### config.mk
export PLATFORM = sky130hd
export DESIGN_NAME = putaway_commit_ctrl
export DESIGN_NICKNAME = d
export VERILOG_FILES = /design/src/rtl/pac_pkg.sv /design/src/rtl/pac_slot.sv /design/src/rtl/pac_head_arb.sv /design/src/rtl/putaway_commit_ctrl.sv
export SDC_FILE = /design/constraint.sdc
export NUM_CORES = 1
export LEC_CHECK = 0
export ABC_AREA = 1
export BUFFER_PORTS_ARGS = -buffer_cell sky130_fd_sc_hd__buf_4
export CORE_MARGIN = 2
export CORE_UTILIZATION = 50
export DETAILED_ROUTE_END_ITERATION = 10
export PLACE_DENSITY = 0.69
export SYNTH_ARGS = -nofsm -noshare
export SYNTH_HDL_FRONTEND = slang
export SYNTH_SLANG_ARGS = --single-unit
export TNS_END_PERCENT = 5
### constraint.sdc
create_clock -name clk -period 5.7 [get_ports clk]
set_input_delay 0.57 -clock clk [delete_from_list [all_inputs] [get_ports clk]]
set_output_delay 0.57 -clock clk [all_outputs]
set_load 0.01 [all_outputs]
### src/rtl/pac_pkg.sv
package pac_pkg;
  typedef struct packed {
    logic vld;
    logic mem;
    logic exd;
    logic xld;
    logic flt;
  } slot_t;
endpackage

### src/rtl/pac_slot.sv
module pac_slot
  import pac_pkg::*;
(
  input  logic  clk,
  input  logic  rst_n,
  input  logic  alloc,
  input  logic  alloc_mem,
  input  logic  cmp_hit,
  input  logic  xl_hit,
  input  logic  flt_set,
  input  logic  kill,
  input  logic  retire,
  output slot_t q
);
  always_ff @(posedge clk) begin
    if (!rst_n) begin
      q <= '0;
    end else if (kill || retire) begin
      q <= '0;
    end else if (alloc) begin
      q <= '{vld: 1'b1, mem: alloc_mem, exd: 1'b0, xld: 1'b0, flt: 1'b0};
    end else if (q.vld) begin
      q.exd <= q.exd | cmp_hit;
      q.xld <= q.xld | xl_hit;
      q.flt <= q.flt | flt_set;
    end
  end

  a_r4_empty_stays_empty: assert property (@(posedge clk) disable iff (!rst_n)
    (!q.vld && !alloc) |=> !q.vld);
  a_r7_kill_clears: assert property (@(posedge clk) disable iff (!rst_n)
    kill |=> !q.vld);
endmodule

### src/rtl/pac_head_arb.sv
module pac_head_arb
  import pac_pkg::*;
(
  input  slot_t hs,
  input  logic  ext_mode,
  output logic  grant,
  output logic  drop
);
  logic mem_ok;
  always_comb begin
    mem_ok = !hs.mem || !ext_mode || hs.xld;
    grant  = hs.vld && hs.exd && !hs.flt && mem_ok;
    drop   = hs.vld && hs.flt;
  end
endmodule

### src/rtl/putaway_commit_ctrl.sv
module putaway_commit_ctrl
  import pac_pkg::*;
#(
  parameter int DEPTH = 8,
  localparam int TAG_W = $clog2(DEPTH)
) (
  input  logic             clk,
  input  logic             rst_n,
  input  logic             ext_mode,
  input  logic             dec_valid,
  input  logic             dec_mem,
  output logic             dec_ready,
  output logic [TAG_W-1:0] dec_tag,
  input  logic             cmp_valid,
  input  logic [TAG_W-1:0] cmp_tag,
  input  logic             xl_done_valid,
  input  logic [TAG_W-1:0] xl_done_tag,
  input  logic             xl_fault_valid,
  input  logic [TAG_W-1:0] xl_fault_tag,
  output logic             pa_valid,
  output logic [TAG_W-1:0] pa_tag,
  output logic             flush,
  output logic [TAG_W-1:0] exc_tag
);
  localparam int CNT_W = TAG_W + 1;
  localparam logic [CNT_W-1:0] FULL_CNT = CNT_W'(DEPTH);

  // distance from the oldest slot, modulo DEPTH
  function automatic logic [TAG_W-1:0] age_of(input logic [TAG_W-1:0] h,
                                               input logic [TAG_W-1:0] t);
    return t - h;
  endfunction

  function automatic logic [TAG_W-1:0] tag_inc(input logic [TAG_W-1:0] t);
    return t + TAG_W'(1);
  endfunction

  logic [TAG_W-1:0] head, tail;
  logic [CNT_W-1:0] count;
  slot_t            slots [DEPTH];
  slot_t            head_slot, flt_slot;

  logic pop, drop, fault_hit, alloc;
  logic [DEPTH-1:0] kill_v, alloc_v, retire_v, cmp_v, xl_v, flt_v;

  assign head_slot = slots[head];
  assign flt_slot  = slots[xl_fault_tag];

  pac_head_arb u_arb (
    .hs       (head_slot),
    .ext_mode (ext_mode),
    .grant    (pa_valid),
    .drop     (drop)
  );

  assign pop       = pa_valid || drop;
  assign pa_tag    = head;
  assign dec_ready = (count != FULL_CNT);
  assign dec_tag   = tail;
  assign fault_hit = xl_fault_valid && flt_slot.vld && flt_slot.mem &&
                     !flt_slot.xld && !flt_slot.flt &&
                     !(pop && (xl_fault_tag == head));
  assign alloc     = dec_valid && dec_ready && !fault_hit;

  for (genvar i = 0; i < DEPTH; i++) begin : g_slot
    localparam logic [TAG_W-1:0] ID = TAG_W'(i);
    assign cmp_v[i]    = cmp_valid && (cmp_tag == ID);
    assign xl_v[i]     = xl_done_valid && (xl_done_tag == ID);
    assign flt_v[i]    = fault_hit && (xl_fault_tag == ID);
    assign alloc_v[i]  = alloc && (tail == ID);
    assign retire_v[i] = pop && (head == ID);
    assign kill_v[i]   = fault_hit && slots[i].vld &&
                         (age_of(head, ID) > age_of(head, xl_fault_tag));
    pac_slot u_slot (
      .clk       (clk),
      .rst_n     (rst_n),
      .alloc     (alloc_v[i]),
      .alloc_mem (dec_mem),
      .cmp_hit   (cmp_v[i]),
      .xl_hit    (xl_v[i]),
      .flt_set   (flt_v[i]),
      .kill      (kill_v[i]),
      .retire    (retire_v[i]),
      .q         (slots[i])
    );
  end

  always_ff @(posedge clk) begin
    if (!rst_n) begin
      head    <= '0;
      tail    <= '0;
      count   <= '0;
      flush   <= 1'b0;
      exc_tag <= '0;
    end else begin
      flush <= fault_hit;
      if (fault_hit) exc_tag <= xl_fault_tag;
      if (pop) head <= tag_inc(head);
      if (fault_hit) begin
        tail  <= tag_inc(xl_fault_tag);
        count <= CNT_W'(age_of(head, xl_fault_tag)) + CNT_W'(1) - CNT_W'(pop);
      end else begin
        if (alloc) tail <= tag_inc(tail);
        count <= count + CNT_W'(alloc) - CNT_W'(pop);
      end
    end
  end

  a_r2_full_no_alloc: assert property (@(posedge clk) disable iff (!rst_n)
    (dec_valid && !dec_ready && !fault_hit) |=> (tail == $past(tail)));
  a_r3_head_steps: assert property (@(posedge clk) disable iff (!rst_n)
    pa_valid |=> (head == tag_inc($past(head))));
  a_r3_single_pop: assert property (@(posedge clk) disable iff (!rst_n)
    !(pa_valid && drop));
  a_r6_ext_gate: assert property (@(posedge clk) disable iff (!rst_n)
    (pa_valid && ext_mode && head_slot.mem) |-> head_slot.xld);
  a_r7_flush_next: assert property (@(posedge clk) disable iff (!rst_n)
    fault_hit |=> (flush && (exc_tag == $past(xl_fault_tag))));
  a_r7_tail_restart: assert property (@(posedge clk) disable iff (!rst_n)
    fault_hit |=> (tail == tag_inc($past(xl_fault_tag))));
  a_r11_empty_idle: assert property (@(posedge clk) disable iff (!rst_n)
    (count == '0) |-> !pa_valid);
endmodule

==> metrics.csv <==
stage;metric;value;unit
run_status;status;completed;
flow_run;max-cap violations;0;
clock_network;clk slew on worst S/H paths;0.11;ns
sta;setup TNS;0;ns
sta;setup ws final;1.738;ns
pwr;Psw;715.9;uW
logic_synthesis;Mapped Area;3513;um^2
clock_network;postcts setup bufs;0;
logic_synthesis;synthesized flop and latch total;54;
drt;vias per cell;5.484;
drt;vias;3477;
drt;Pre-antenna DRT Iters;5;
setup_path;CP endpoint;count[2];
pwr;Static Leak;0.001720;uW
final_layout;Filler cells;679;
global_route;Total GRT Usage;28.09;%
sta;worst slew pin tran;0.7712;ns
floorplan;Cell Rows;30;
global_route;largest net degree at the start of global routing;24;
global_route;vias in the first global route;3206;
sta;headroom to the max-slew limit;48.52;%
clock_network;H-tree levels;2;
sta;fmax;252.4;MHz
setup_path;Worst setup startpoint;pa_tag[1];
final_layout;number of nets in the final layout;589;
floorplan;Core Area;6794;um^2
pwr;Internal;819.3;uW
setup_path;R2R Setup Slk;1.74;ns
setup_path;CP Launch Type;register;
logic_synthesis;register area share after synthesis;30.77;%
drt;antenna-violating nets left;0;
clock_network;CTS root buffer;clkbuf_8;
logic_synthesis;dominant synthesized flop cell;dfxtp_1;
sta;Tcrit/Tclk final;69.51;%
clock_network;CTS tree;built;
logic_synthesis;Post-Syn Nets;570;
clock_network;cts repair resizes;0;
logic_synthesis;Cells after Synth;518;
floorplan;initial core utilization;51.71;%
place;pre-CTS WS;1.798;ns
drt;DRC Markers;0;
pwr;worst vdd ir;0.2457;mV
logic_synthesis;synth unique cells;32;
logic_synthesis;Avg Inst Size Synth;6.783;um^2
pwr;Sw Ratio;46.63;%
pwr;Logic pwr share;52.5;%
setup_path;Worst setup EP type;register;
worst_hold_path;HP Class;reg -> reg;
final_layout;P&R area growth vs syn;9.509;%
final_layout;layout cells sized above 1;9.480;%
sta;Slew Viols, Final;0;
clock_network;CTS Sinks;54;
setup_path;CP arrival;4.22;ns
setup_path;worst-path fanout max;23;
drt;drt initial violations;383;
clock_network;Longest Clk Path Bufs;2;
logic_synthesis;async set-reset flop share out of synthesis;0;%
clock_network;post-cts hold buffer count;0;
setup_path;Req. time, crit path;5.96;ns
setup_path;Worst R2R Path Depth;20;
pwr;pwr/cell area;399.0;nW/um^2
logic_synthesis;synth warn;0;
global_route;Remaining Overflow, GRT;0;
floorplan;Ports;29;
clock_network;clk_lat worst skew;0.32;ns
drt;Avg WL per Cell;16.18;um
floorplan;Die Wd;87.83;um
pwr;Clock Power Share;15.5;%
sta;Setup Skew;0.008581;ns
drt;Routed WL;10260;um
setup_path;RR Startpoint;pa_tag[1];
place;DP HPWL;7990;um
sta;Hold Vio Cnt, Final;0;
place;Placer Congestion;0.9761;
clock_network;total CTS buffers;5;
global_route;first-pass GRT wire length;16530;um
sta;Final setup violation count;0;
setup_path;RR Endpoint;count[2];
pwr;register share of total power;32.0;%
sta;final period demand of the worst path;3.962;ns
global_route;initial antenna violation count;0;
floorplan;Die ar.;7713;um^2
logic_synthesis;number of synthesized flops with an enable pin;0;
floorplan;Die H;87.83;um
sta;unrepaired setup endpoints after global routing;no;
setup_path;WS Path Type;reg -> reg;
final_layout;ANT cells;0;
worst_hold_path;Hold Path Cell Cnt;2;
place;IO Port Bufs;28;
-- critical path: stages, from the launching register on --
cell and delay [ns]:
dfxtp_1 0.74, inv_1 0.47, nand3_1 0.20, nand3_1 0.08
nand2_1 0.11, nand2_1 0.06, nor2_2 0.09, nand2_2 0.08
nand2_4 0.14, nand2_2 0.10, nand2_4 0.21, inv_2 0.18
nor2_4 0.18, inv_1 0.06, ha_1 0.26, inv_1 0.06
ha_1 0.15, inv_1 0.05, fa_1 0.37, xor2_1 0.15
a21oi_1 0.14
-- layout by cell type (no fill, tap or decap), drive strengths merged, types with 6 or more instances in the layout --
cell type / count
nand2: 106
dfxtp: 54
nor2: 73
nand4: 6
a21oi: 41
o21ai: 29
nand3: 35
a41oi: 16
buf: 28
ha: 33
inv: 86
-- power by group through the flow --
stage | Clock (uW) | Sequential (uW) | Combinational [uW]
finish | 237 | 491 | 806
floorplan | 0 | 460 | 617
global placement | 0 | 496 | 767
global route | 255 | 499 | 933
CTS | 240 | 489 | 799
detailed placement | 0 | 497 | 792
-- synthesized netlist by cell type, types with 4 or more instances --
cell type / count / area share, %
inv_1: 79 / 8.4
a41oi_1: 16 / 4.0
a31oi_1: 4 / 0.71
nand3_1: 35 / 5.0
nand4_1: 6 / 1.1
buf_2: 6 / 0.85
dfxtp_1: 54 / 31
a21oi_1: 41 / 5.8
nand2_1: 101 / 11
nor2_1: 70 / 7.5
inv_2: 6 / 0.64
ha_1: 33 / 12
o21ai_0: 28 / 4.0
o22ai_1: 5 / 0.89
-- final cells by class --
| type | count | area, um^2 | share of cell area [%] |
|---|---|---|---|
| Multi-Input combinational cell | 363 | 2019 | 52.49 |
| Clock buffer | 5 | 68.82 | 1.789 |
| Timing Repair Buffer | 28 | 210.2 | 5.463 |
| Sequential cell | 54 | 1081 | 28.10 |
| Tap cell | 96 | 120.1 | 3.122 |
| Clock inverter | 3 | 28.78 | 0.7480 |
| Inverter | 85 | 319.1 | 8.293 |
-- through the flow --
step                hold slack [ns]  util, %  instance area [um^2]  power (uW)  cells
global placement             0.4516    55.19                  3750        1263    626
floorplan                    0.4386        -                  3513        1078    518
finish                       0.4736    56.63                  3847        1535    634
detailed placement           0.4571    55.19                  3750        1289    626
global route                 0.4945    56.63                  3847        1686    634
CTS                          0.4738    56.63                  3847        1529    634
-- kinds of logic after synthesis --
kind of cell	Yosys count	synth area share [%]
and+or+nand+nor	224	26.82
buffers and inverters	101	11.75
AOI/OAI and AO/OA	100	16.77
DFF	54	30.77
adders and majority gates	35	12.89
xor gates and xnor gates	4	0.9973
-- per-layer routing --
| metal | vias to the layer above | part of all wire (%) | track usage (%) |
|---|---|---|---|
| met4 | 0 | 2.1 | 6.434 |
| met1 | 1602 | 46 | 39.19 |
| met5 | - | 0 | 0 |
| met3 | 18 | 6.8 | 4.901 |
| met2 | 130 | 45 | 45.45 |
| li1 | 1727 | - | - |
-- how the worst min path moves through the flow --
| stage | startpoint | to | slack [ns] |
|---|---|---|---|
| 2_1_floorplan | g_slot[4].u_slot.q[3] | g_slot[4].u_slot.q[3] | 0.44 |
| 3_3_place_gp | g_slot[0].u_slot.q[3] | g_slot[0].u_slot.q[3] | 0.45 |
| 3_5_place_dp | g_slot[2].u_slot.q[3] | g_slot[2].u_slot.q[3] | 0.46 |
| 4_1_cts | g_slot[2].u_slot.q[3] | g_slot[2].u_slot.q[3] | 0.47 |
| 5_1_grt | exc_tag[0] | exc_tag[0] | 0.49 |
| 6_report | exc_tag[2] | exc_tag[2] | 0.47 |
-- sequential cells by signal, summed over array words and instances (netlist names) --
register / count
pa_tag: 3
g_slot.u_slot.q: 40
exc_tag: 3
flush: 1
dec_tag: 3
count: 4
No activity file was read; power rests on OpenSTA's default activity.
